===== src/rtl/srd_pkg.sv =====
package srd_pkg;

    // Register chosen for a read frame
    typedef enum logic [1:0] {
        SRC_CTRL = 2'd0,
        SRC_CAL  = 2'd1,
        SRC_OUT  = 2'd2
    } src_e;

endpackage


===== src/rtl/srd_seq.sv =====
// Frame sequencer: start decision, clock phase, bit count
module srd_seq
    import srd_pkg::*;
#(
    parameter int WORD_W  = 24,
    parameter int SHORT_W = 16,
    parameter int DIV     = 4
) (
    input  logic clk,
    input  logic rst,
    input  logic rfs_n,
    input  logic addr,
    input  logic cal_sel,
    input  logic drdy_n,
    input  logic len16,
    output logic active,
    output src_e src,
    output logic start,
    output logic shift_en,
    output logic done,
    output logic sclk
);
    localparam int PH_W  = (DIV > 2) ? $clog2(DIV) : 1;
    localparam int CNT_W = $clog2(WORD_W + 1);
    localparam int HALF  = DIV / 2;

    typedef struct packed {
        logic             active;
        src_e             src;
        logic [PH_W-1:0]  ph;
        logic [CNT_W-1:0] bitn;
        logic [CNT_W-1:0] nbits;
        logic             rfs_prev;
    } seq_t;

    seq_t q, d;

    always_comb begin
        d        = q;
        start    = 1'b0;
        shift_en = 1'b0;
        done     = 1'b0;
        d.rfs_prev = rfs_n;
        if (!q.active) begin
            if (q.rfs_prev && !rfs_n) begin
                if (!addr) begin
                    start   = 1'b1;
                    d.src   = SRC_CTRL;
                    d.nbits = CNT_W'(WORD_W);
                end else if (cal_sel) begin
                    start   = 1'b1;
                    d.src   = SRC_CAL;
                    d.nbits = CNT_W'(WORD_W);
                end else if (!drdy_n) begin
                    start   = 1'b1;
                    d.src   = SRC_OUT;
                    d.nbits = len16 ? CNT_W'(SHORT_W) : CNT_W'(WORD_W);
                end
            end
            if (start) begin
                d.active = 1'b1;
                d.ph     = '0;
                d.bitn   = '0;
            end
        end else begin
            if (q.ph == PH_W'(DIV - 1)) begin
                d.ph = '0;
                if (q.bitn == q.nbits - CNT_W'(1)) begin
                    done     = 1'b1;
                    d.active = 1'b0;
                end else begin
                    shift_en = 1'b1;
                    d.bitn   = q.bitn + CNT_W'(1);
                end
            end else begin
                d.ph = q.ph + PH_W'(1);
            end
        end
    end

    always_ff @(posedge clk) begin
        if (rst) begin
            q.active   <= 1'b0;
            q.src      <= SRC_CTRL;
            q.ph       <= '0;
            q.bitn     <= '0;
            q.nbits    <= '0;
            q.rfs_prev <= 1'b1;
        end else begin
            q <= d;
        end
    end

    assign active = q.active;
    assign src    = q.src;
    assign sclk   = !q.active || (q.ph >= PH_W'(HALF));

endmodule


===== src/rtl/srd_shift.sv =====
// Parallel-load, MSB-first shift register
module srd_shift #(
    parameter int WORD_W = 24
) (
    input  logic              clk,
    input  logic              rst,
    input  logic              load,
    input  logic [WORD_W-1:0] load_word,
    input  logic              shift_en,
    output logic              msb
);
    typedef struct packed {
        logic [WORD_W-1:0] sh;
    } shf_t;

    shf_t q, d;

    always_comb begin
        d = q;
        if (load) begin
            d.sh = load_word;
        end else if (shift_en) begin
            d.sh = {q.sh[WORD_W-2:0], 1'b0};
        end
    end

    always_ff @(posedge clk) begin
        if (rst) begin
            q.sh <= '0;
        end else begin
            q <= d;
        end
    end

    assign msb = q.sh[WORD_W-1];

endmodule


===== src/rtl/srd_ready.sv =====
// Output register and its active-low ready flag
module srd_ready #(
    parameter int WORD_W = 24
) (
    input  logic              clk,
    input  logic              rst,
    input  logic              upd_valid,
    input  logic [WORD_W-1:0] upd_word,
    input  logic              out_busy,
    input  logic              out_done,
    output logic [WORD_W-1:0] out_word,
    output logic              drdy_n
);
    typedef struct packed {
        logic [WORD_W-1:0] word;
        logic              rdy_n;
    } rdy_t;

    rdy_t q, d;

    always_comb begin
        d = q;
        // words arriving during an output read are dropped
        if (upd_valid && !out_busy) begin
            d.word  = upd_word;
            d.rdy_n = 1'b0;
        end
        if (out_done) begin
            d.rdy_n = 1'b1;
        end
    end

    always_ff @(posedge clk) begin
        if (rst) begin
            q.word  <= '0;
            q.rdy_n <= 1'b1;
        end else begin
            q <= d;
        end
    end

    assign out_word = q.word;
    assign drdy_n   = q.rdy_n;

endmodule


===== src/rtl/srd_port.sv =====
module srd_port
    import srd_pkg::*;
#(
    parameter int WORD_W   = 24,
    parameter int SHORT_W  = 16,
    parameter int DIV      = 4,
    parameter int WL16_BIT = 5
) (
    input  logic              clk,
    input  logic              rst,
    input  logic              upd_valid,
    input  logic [WORD_W-1:0] upd_word,
    input  logic [WORD_W-1:0] ctrl_word,
    input  logic [WORD_W-1:0] cal_word,
    input  logic              cal_sel,
    input  logic              addr,
    input  logic              rfs_n,
    output logic              sclk_o,
    output logic              sclk_oe,
    output logic              sdata_o,
    output logic              sdata_oe,
    output logic              drdy_n
);
    logic              active, start, shift_en, done, sclk, msb;
    logic              len16, out_busy, out_done;
    src_e              src, src_next;
    logic [WORD_W-1:0] out_word, load_word;

    assign len16 = ctrl_word[WL16_BIT];

    srd_seq #(
        .WORD_W (WORD_W),
        .SHORT_W(SHORT_W),
        .DIV    (DIV)
    ) u_seq (
        .clk     (clk),
        .rst     (rst),
        .rfs_n   (rfs_n),
        .addr    (addr),
        .cal_sel (cal_sel),
        .drdy_n  (drdy_n),
        .len16   (len16),
        .active  (active),
        .src     (src),
        .start   (start),
        .shift_en(shift_en),
        .done    (done),
        .sclk    (sclk)
    );

    // Source selected at the start edge, decoded from the same inputs
    always_comb begin
        if (!addr) begin
            src_next = SRC_CTRL;
        end else if (cal_sel) begin
            src_next = SRC_CAL;
        end else begin
            src_next = SRC_OUT;
        end
        case (src_next)
            SRC_CTRL: load_word = ctrl_word;
            SRC_CAL:  load_word = cal_word;
            default:  load_word = out_word;
        endcase
    end

    srd_shift #(
        .WORD_W(WORD_W)
    ) u_shift (
        .clk      (clk),
        .rst      (rst),
        .load     (start),
        .load_word(load_word),
        .shift_en (shift_en),
        .msb      (msb)
    );

    assign out_busy = active && (src == SRC_OUT);
    assign out_done = done && (src == SRC_OUT);

    srd_ready #(
        .WORD_W(WORD_W)
    ) u_ready (
        .clk      (clk),
        .rst      (rst),
        .upd_valid(upd_valid),
        .upd_word (upd_word),
        .out_busy (out_busy),
        .out_done (out_done),
        .out_word (out_word),
        .drdy_n   (drdy_n)
    );

    assign sclk_o   = sclk;
    assign sclk_oe  = active;
    assign sdata_o  = msb;
    assign sdata_oe = active;

endmodule


===== config.mk =====
export PLATFORM = sky130hd
export DESIGN_NAME = srd_port
export DESIGN_NICKNAME = d
export VERILOG_FILES = /design/src/rtl/srd_pkg.sv /design/src/rtl/srd_seq.sv /design/src/rtl/srd_shift.sv /design/src/rtl/srd_ready.sv /design/src/rtl/srd_port.sv
export SDC_FILE = /design/constraint.sdc
export NUM_CORES = 1
export LEC_CHECK = 0
export ABC_CLOCK_PERIOD_IN_PS = 2900
export BUFFER_PORTS_ARGS = -buffer_cell sky130_fd_sc_hd__buf_2
export CAP_MARGIN = 25
export CORE_MARGIN = 2
export CORE_UTILIZATION = 55
export DETAILED_ROUTE_END_ITERATION = 8
export PLACE_DENSITY = 0.84
export RECOVER_POWER = 25
export SLEW_MARGIN = 30
export SYNTH_ARGS = -nofsm -noshare
export SYNTH_HDL_FRONTEND = slang
export SYNTH_SLANG_ARGS = --single-unit

===== constraint.sdc =====
create_clock -name clk -period 2.9 [get_ports clk]
set_input_delay 0.145 -clock clk [delete_from_list [all_inputs] [get_ports clk]]
set_output_delay 0.145 -clock clk [all_outputs]
set_load 0.02 [all_outputs]

==> flow_summary.toml, run 1 <==
[status]
outcome = "completed"

[grt]
antenna_found_initial = 0
grt_pass1_vias = 2797
grt_use_total_pct = 24.3
grt.overflow.total = 0
grt_pass1_wl_um = 12700
grt_max_degree = 53

[clock_network]
cts_hold_buf = 0
htreeDepth = 3
cts.sinks = 62
cts_resized = 0
post_cts_buffers = 0
cts_buffer_depth = 2
numCtsBuffers = 9
worstSkewPairLatency_ps = 330
cts_tree = "built"
clkTransAtPathRegs_ps = 70
cts_root_buffer = "clkbuf_8"

[worst_hold_path]
worstHoldStart = "rfs_n"
hold_path.class = "in -> reg"
hold-path-cell-count = 2
min_to = "u_seq.q[0]$_SDFF_PP1_"

[critical_path]
cp_max_fo = 24
worstSetupStartpointType = "register"
arrival_ps = 2530
criticalPathCategory = "reg -> reg"
reg2reg_from = "u_seq.q[7]$_SDFFE_PP0P_"
crit_path_end_kind = "register"
r2r_slack_ps = 580
reg2regPathDepth = 6
cp.required_ps = 3110
reg2reg_to = "u_shift.q[18]$_SDFFE_PP0P_"

[cells_and_area]
n_fill_cell = 469
final_nets = 550
final_util_pct = 66.0
final_cell_mix = "76 x buf_2, 74 x nor2_1, 62 x dfxtp_1, 57 x a21oi_1, 54 x nand2_1"
diodes = 0
final_common_cell = "buf_2"
syn_to_final_growth_pct = 17.4
drive_above_1_share_pct = 25.9

[detailed_routing]
avgRoutedWirePerCell_um = 14.2
drc_errors = 0
drtIter0Drc = 197
totalWireLength_um = 7820
ant_nets = 0
vias_per_cell = 5.63
dr_total_vias = 3091
dr.pass1.iters = 5

[pwr]
p_leak_nw = 1.60
vdd_drop_max_mv = 0.546
switching_power_w = 0.000538
swShare_pct = 26.5
seq_power_share_pct = 46.4
p_clk_share_pct = 37.7
combPwrFrac_pct = 15.9
p_int_w = 0.00150
power_density_nw_per_um2 = 527

[floorplan]
coreArea_um2 = 5850
row_count = 28
die_width_um = 81.3
ioPinCount = 83
start_util_pct = 56.2
die_h_um = 81.3
dieArea_um2 = 6610

[timing]
period_needed_ps = 2320
hold_violations = 0
max-slew-margin-rel_pct = 12.9
maxSlewViolCount = 0
setup_viol = 0
rsz0062_at_grt = "no"
worst_slew_pin_slew_ps = 1310
finalCritPeriodShare_pct = 80.0
setup-tns-final_ps = 0
fin_worst_skew_ps = 5.76
max_freq_mhz = 431

[yosys]
synthCells = 407
synth-warning-count = 0
yosys.area.top_type_share_pct = 37.7
ys_ff_latch = 62
synth_top_area_cell = "dfxtp_1"
synth.distinct_cells = 38
synth_seq_area_share_pct = 37.7
synth.avg_cell_area_um2 = 8.08
synth_area_um2 = 3290
ys_top_cells_by_area = "dfxtp_1 38%, a2111oi_2 9.1%, a21oi_1 8.7%"
syn-num-nets = 488

[job]
maxCapViolCount = 0

[placed_design]
io_buffers = 82
dp_hpwl_um = 5380
place.gp.congestion = 0.808
how the worst max path moves through the flow:
stage / from / end / slack (ps) / depth (start not counted)
after floorplan: u_seq.active$_SDFF_PP0_ / u_shift.q[10]$_SDFFE_PP0P_ / 1280 / 5
after global placement: u_seq.q[6]$_SDFFE_PP0P_ / u_shift.q[2]$_SDFFE_PP0P_ / 910 / 6
after detailed placement: u_seq.q[7]$_SDFFE_PP0P_ / u_shift.q[21]$_SDFFE_PP0P_ / 810 / 6
after CTS: u_seq.q[7]$_SDFFE_PP0P_ / u_shift.q[21]$_SDFFE_PP0P_ / 790 / 6
after global routing: u_seq.q[6]$_SDFFE_PP0P_ / u_shift.q[18]$_SDFFE_PP0P_ / 360 / 6
final: u_seq.q[7]$_SDFFE_PP0P_ / u_shift.q[18]$_SDFFE_PP0P_ / 580 / 6
worst max-delay path: stages (launching register included):
cell	delay, ps
dfxtp_1	370
ha_1	250
nand4b_1	110
mux2i_1	560
buf_4	390
nor4_1	110
a2111oi_2	400
routing by layer:
metal	global-route usage [%]	part of all wire (%)	up-vias
li1	-	-	1570
met1	33.4	46	1426
met2	38.2	48	82
met3	3.89	4.4	13
met4	9.32	1.7	0
met5	0	0	-
power by group through the flow:
stage	sequential [W]	combinational, W	clock, W
floorplan	0.000955	0.000227	0
global placement	0.000959	0.000310	0
detailed placement	0.000962	0.000319	0
CTS	0.000943	0.000321	0.000773
global route	0.000949	0.000360	0.000813
finish	0.000944	0.000323	0.000767
through the flow:
stage               setup WS (ps)  power [W]  hold slack [ps]  instances  cell area (um^2)
global route                  363    0.00212             30.8        549              3860
CTS                           793    0.00204             20.8        548              3860
finish                        579    0.00203             32.0        549              3860
floorplan                    1280    0.00118              249        407              3290
detailed placement            806    0.00128              369        532              3660
global placement              912    0.00127              354        532              3660
cells in the mapped netlist:
library cell,instances
a2111oi_0,1
a2111oi_2,20
a211oi_1,3
a21oi_1,57
a221o_1,1
a311oi_1,1
and2_1,3
and3_1,2
and3b_1,1
buf_2,8
buf_4,5
buf_6,2
clkbuf_1,25
dfxtp_1,62
ha_1,3
inv_1,1
mux2i_1,24
mux2i_2,1
nand2_1,54
nand2b_1,1
nand3_1,4
nand3b_1,3
nand4b_1,2
nor2_1,74
nor2b_1,5
nor3_1,2
nor4_1,23
nor4b_1,1
o211ai_1,7
o21ai_0,2
o21bai_1,2
or2_2,1
or2_4,1
or3_1,1
or3b_1,1
or3b_2,1
xnor2_2,1
xor2_1,1
logic make-up after synthesis:
group	share of synthesized area, %
adder cells (fa/ha/maj)	1.14
AND/OR/NAND/NOR	24.9
flip-flops	37.7
buffers and inverters	6.01
AO/OA/AOI/OAI	21.7
multiplexers	7.72
XOR/XNOR	0.761
sequential cells by signal (all words and copies together) (netlist names):
| name | count |
|---|---|
| u_ready.drdy_n | 1 |
| u_ready.out_word | 24 |
| u_seq.active | 1 |
| u_seq.q | 10 |
| u_seq.src | 2 |
| u_shift.q | 24 |
area by class of cell:
class                      count  area (um^2)  share of cell area (%)
clock inverter                 3         42.5                    1.10
clock buffer                  13          159                    4.12
timing repair buffer          91          475                    12.3
tap                           75         93.8                    2.43
inverter                       1         3.75                  0.0972
multi-input combinational    304         1850                    47.8
sequential                    62         1240                    32.1
No activity file was read; power rests on OpenSTA's default activity.
==> run 2: changes to the inputs <==
Settings changed: ABC_CLOCK_PERIOD_IN_PS 2900 to 1850, CORE_UTILIZATION 55 to 48, PLACE_DENSITY 0.84 to 0.78.
Clock period 2.9 ns to 1.85 ns, I/O delays scaled along.
==> flow_summary.toml, run 2 (synthesis gave the netlist of run 1 again) <==
[critical_path]
worstSetupStartpointType = "register"
cp_max_fo = 23
slowest_stage = "or2_4"
max_stage_delay_ps = 430
cp.required_ps = 2050
arrival_ps = 1960
crit_path_end_kind = "register"
criticalPathCategory = "reg -> reg"
path_cells = "ha_4, nand4b_1, mux2i_4, or2_4, a2111oi_0"

[placed_design]
place_ws_ps = 89.3
placed_area_um2 = 3720
place.gp.congestion = 0.804
io_buffers = 82
dp_hpwl_um = 5620

[job]
maxCapViolCount = 0

[pwr]
combPwrFrac_pct = 16.6
power_density_nw_per_um2 = 799
p_int_w = 0.00252
seq_power_share_pct = 43.8
vdd_drop_max_mv = 0.539
switching_power_w = 0.000860
total_power_w = 0.00338
p_clk_share_pct = 39.6
swShare_pct = 25.5
p_leak_nw = 1.74

[detailed_routing]
dr.pass1.iters = 5
avgRoutedWirePerCell_um = 14.5
ant_nets = 0
totalWireLength_um = 8450
vias_per_cell = 5.52
drc_errors = 0
dr_total_vias = 3224
drtIter0Drc = 217

[grt]
grt.overflow.total = 0
grt_pass1_wl_um = 14100
grt_max_degree = 53
grt_use_total_pct = 23.5
grt_pass1_vias = 3062
antenna_found_initial = 0

[cells_and_area]
final_common_cell = "buf_2"
syn_to_final_growth_pct = 28.6
drive_above_1_share_pct = 26.2
final_cell_mix = "77 x buf_2, 74 x nor2_1, 62 x dfxtp_1, 57 x a21oi_1, 54 x nand2_1"
final_nets = 581
design_area_um2 = 4230
diodes = 0
n_fill_cell = 552

[floorplan]
die_width_um = 86.8
dieArea_um2 = 7530
start_util_pct = 48.9
die_h_um = 86.8
ioPinCount = 83
row_count = 30
coreArea_um2 = 6720

[clock_network]
clkTransAtPathRegs_ps = 70
cts_buffer_depth = 2
numCtsBuffers = 9
cts.sinks = 62
cts_tree = "built"
post_cts_buffers = 0
cts_root_buffer = "clkbuf_8"
worstSkewPairLatency_ps = 340
htreeDepth = 3

[timing]
setup-tns-final_ps = 0
fin_worst_skew_ps = 9.66
max_freq_mhz = 569
setup_viol = 0
worst_slew_pin_slew_ps = 805
max-slew-margin-rel_pct = 46.3
setup_ws_ps = 93.0
finalCritPeriodShare_pct = 95.0
hold_violations = 0
period_needed_ps = 1760
maxSlewViolCount = 0

[status]
outcome = "completed"

[worst_hold_path]
hold_path.class = "in -> reg"
-- run 2: metal layers --
layer	share of wire (%)	routed length (um)	global-route usage (%)
met1	46	3870	32.0
met3	3.3	279	4.29
met4	1.8	153	8.52
met5	0	0	0
met2	49	4150	37.1
-- run 2: layout make-up --
type / count / area, um^2 / share of cell area (%)
Inverter: 1 / 3.75 / 0.0888
Multi-Input combinational cell: 304 / 1870 / 44.2
Sequential cell: 62 / 1240 / 29.3
Timing Repair Buffer: 122 / 791 / 18.7
Clock inverter: 3 / 67.6 / 1.60
Tap cell: 80 / 100 / 2.37
Clock buffer: 12 / 155 / 3.67
-- run 2: worst paths after layout --
| kind | start | to | slack, ps | depth (start not counted) |
|---|---|---|---|---|
| hold reg to reg | u_ready.out_word[3]$_SDFFE_PP0P_ | u_ready.out_word[3]$_SDFFE_PP0P_ | 450 | 2 |
| setup reg to reg | u_seq.q[6]$_SDFFE_PP0P_ | u_shift.q[2]$_SDFFE_PP0P_ | 90 | 5 |
| hold / removal | upd_word[11] | u_ready.out_word[11]$_SDFFE_PP0P_ | 40 | 3 |
| setup / recovery | u_seq.q[6]$_SDFFE_PP0P_ | u_shift.q[2]$_SDFFE_PP0P_ | 90 | 5 |
-- run 2: timing repair --
item,4_1_cts,5_1_grt
gates resized for setup,0,8
hold buffers,25,0
endpoints found under the setup margin,0,21
hold endpoints to repair,25,0
-- run 2: critical path: cells and delay by family, from the launching register on --
family          cells  cell delay (ps)
flops               1              410
simple gates        2              580
fa+ha+maj           1              180
mux                 1              270
compound gates      1              170
-- run 2: through the flow --
stage	hold slack, ps	std cells	util (%)
4_1_cts	11.0	583	62.4
5_1_grt	38.1	584	62.9
6_report	43.0	584	62.9
3_5_place_dp	309	543	55.4
2_1_floorplan	196	407	-
3_3_place_gp	303	543	55.4
-- run 2: power groups by stage --
| stage | registers [W] | clock network (W) | logic (W) |
|---|---|---|---|
| after detailed placement | 0.00151 | 0 | 0.000515 |
| after floorplan | 0.00150 | 0 | 0.000356 |
| final | 0.00148 | 0.00134 | 0.000562 |
| after CTS | 0.00148 | 0.00135 | 0.000558 |
| after global routing | 0.00149 | 0.00142 | 0.000624 |
| after global placement | 0.00150 | 0 | 0.000503 |
==> run 3: changes to the inputs <==
Settings changed: CORE_UTILIZATION 48 to 50, CTS_BUF_LIST from default to sky130_fd_sc_hd__clkbuf_4 sky130_fd_sc_hd__clkbuf_8, PLACE_DENSITY 0.78 to 0.81.
==> flow_summary.toml, run 3 (synthesis gave the netlist of run 1 again) <==
[status]
outcome = "completed"

[cells_and_area]
final_cell_mix = "77 x buf_2, 74 x nor2_1, 60 x dfxtp_1, 57 x a21oi_1, 54 x nand2_1"
final_common_cell = "buf_2"
syn_to_final_growth_pct = 25.9
n_fill_cell = 481
stdcell_count = 573
drive_above_1_share_pct = 27.8
final_util_pct = 65.2
diodes = 0
final_nets = 573
design_area_um2 = 4140

[worst_hold_path]
hold_path.class = "in -> reg"

[clock_network]
clkTransAtPathRegs_ps = 70
htreeDepth = 3
worstSkewPairLatency_ps = 330
cts_root_buffer = "clkbuf_8"
numCtsBuffers = 9
cts_buffer_depth = 2
cts_tree = "built"
cts.sinks = 62

[timing]
setup_viol = 0
maxSlewViolCount = 0
worst_slew_pin_slew_ps = 859
max-slew-margin-rel_pct = 42.7
fin_worst_skew_ps = 4.82
period_needed_ps = 1790
whs_ps = 3.59
finalCritPeriodShare_pct = 97.0
max_freq_mhz = 557
hold_violations = 0

[detailed_routing]
ant_nets = 0
wl_met1_um = 3770
wl_met2_um = 4220
drtIter0Drc = 293
vias_per_cell = 5.70
dr.pass1.iters = 5
routed-wl-met3_um = 461
dr_total_vias = 3266
totalWireLength_um = 8610
avgRoutedWirePerCell_um = 15.0
drc_errors = 0
routed.top_layer = "met4"

[critical_path]
crit_path_end_kind = "register"
reg2reg_to = "u_shift.q[2]$_SDFFE_PP0P_"
reg2regPathDepth = 5
cp_max_fo = 8
r2r_slack_ps = 60
worstSetupEndpoint = "u_shift.q[2]$_SDFFE_PP0P_"
worstSetupStartpointType = "register"
cp.required_ps = 2060
arrival_ps = 2000
worstSetupStartpoint = "u_seq.q[10]$_SDFFE_PP0P_"
criticalPathCategory = "reg -> reg"
reg2reg_from = "u_seq.q[10]$_SDFFE_PP0P_"

[placed_design]
dp_hpwl_um = 5490
place.gp.congestion = 0.892
io_buffers = 82
placed_area_um2 = 3730
placedCellCount = 538

[grt]
grt.overflow.total = 0
grt_use_total_pct = 22.8
grt_max_degree = 53
antenna_found_initial = 0
grt_pass1_wl_um = 13500
grt_pass1_vias = 2984

[pwr]
vdd_drop_max_mv = 0.519
power_density_nw_per_um2 = 754
p_leak_nw = 1.71

[floorplan]
coreArea_um2 = 6350
ioPinCount = 83
die_h_um = 85.1
dieArea_um2 = 7240
die_width_um = 85.1
row_count = 29
start_util_pct = 51.8

[job]
maxCapViolCount = 0
run 3: changes by cell type in the layout (fill, tap and decap cells not counted), sizes merged:
| cell | before | now |
|---|---|---|
| buf | 92 | 93 |
| bufinv | 2 | 0 |
| clkinvlp | 1 | 0 |
| or2 | 2 | 3 |
| clkinv | 0 | 1 |
| clkbuf | 17 | 20 |
| dlygate4sd3 | 25 | 14 |
run 3: critical path, cell delays in order, from the launching register on:
cell,delay [ps]
dfxtp_1,360
xnor2_2,270
mux2i_4,420
buf_8,180
nor4_1,50
a2111oi_0,390
run 3: final cells by class:
| class | instances | area, um^2 | area share [%] |
|---|---|---|---|
| clock inverters | 1 | 5.00 | 0.121 |
| inverters | 1 | 3.75 | 0.0907 |
| flip-flops and latches | 62 | 1240 | 30.0 |
| multi-input cells | 305 | 1880 | 45.4 |
| repair buffers | 113 | 738 | 17.8 |
| well taps | 77 | 96.3 | 2.33 |
| clock buffers | 14 | 174 | 4.20 |
run 3: worst min path at each step:
stage,start,to,slack [ps],cells past startpoint
floorplan,rfs_n,u_seq.q[0]$_SDFF_PP1_,200,1
global placement,rfs_n,u_seq.q[0]$_SDFF_PP1_,300,2
detailed placement,rfs_n,u_seq.q[0]$_SDFF_PP1_,310,2
CTS,upd_word[14],u_ready.out_word[14]$_SDFFE_PP0P_,0.2,3
global route,upd_word[13],u_ready.out_word[13]$_SDFFE_PP0P_,8,3
finish,upd_word[23],u_ready.out_word[23]$_SDFFE_PP0P_,4,3
run 3: power by group:
group / switching, W / internal [W]
clock: 0.000498 / 0.000596
sequential: 0.0000556 / 0.00142
combinational: 0.000292 / 0.000258
total: 0.000845 / 0.00228
run 3: per-layer routing:
layer,GRT usage (%),vias to the layer above
li1,-,1616
met1,30.6,1512
met4,9.81,0
met5,0,-
met2,35.7,123
met3,4.38,15
run 3: timing repair:
action | 4_1_cts | 5_1_grt
endpoints found under the setup margin | 0 | 15
buffers inserted | 0 | 3
endpoints found under the hold margin | 14 | 0
hold buffers | 14 | 0
gates resized for setup | 0 | 11
run 3: per-stage QoR:
step | worst slack [ps] | setup TNS [ps] | power (W)
after global routing | -17.1 | -18.7 | 0.00327
after floorplan | 226 | 0 | 0.00185
after global placement | 164 | 0 | 0.00201
after CTS | 34.9 | 0 | 0.00312
final | 55.7 | 0 | 0.00312
after detailed placement | 56.5 | 0 | 0.00203
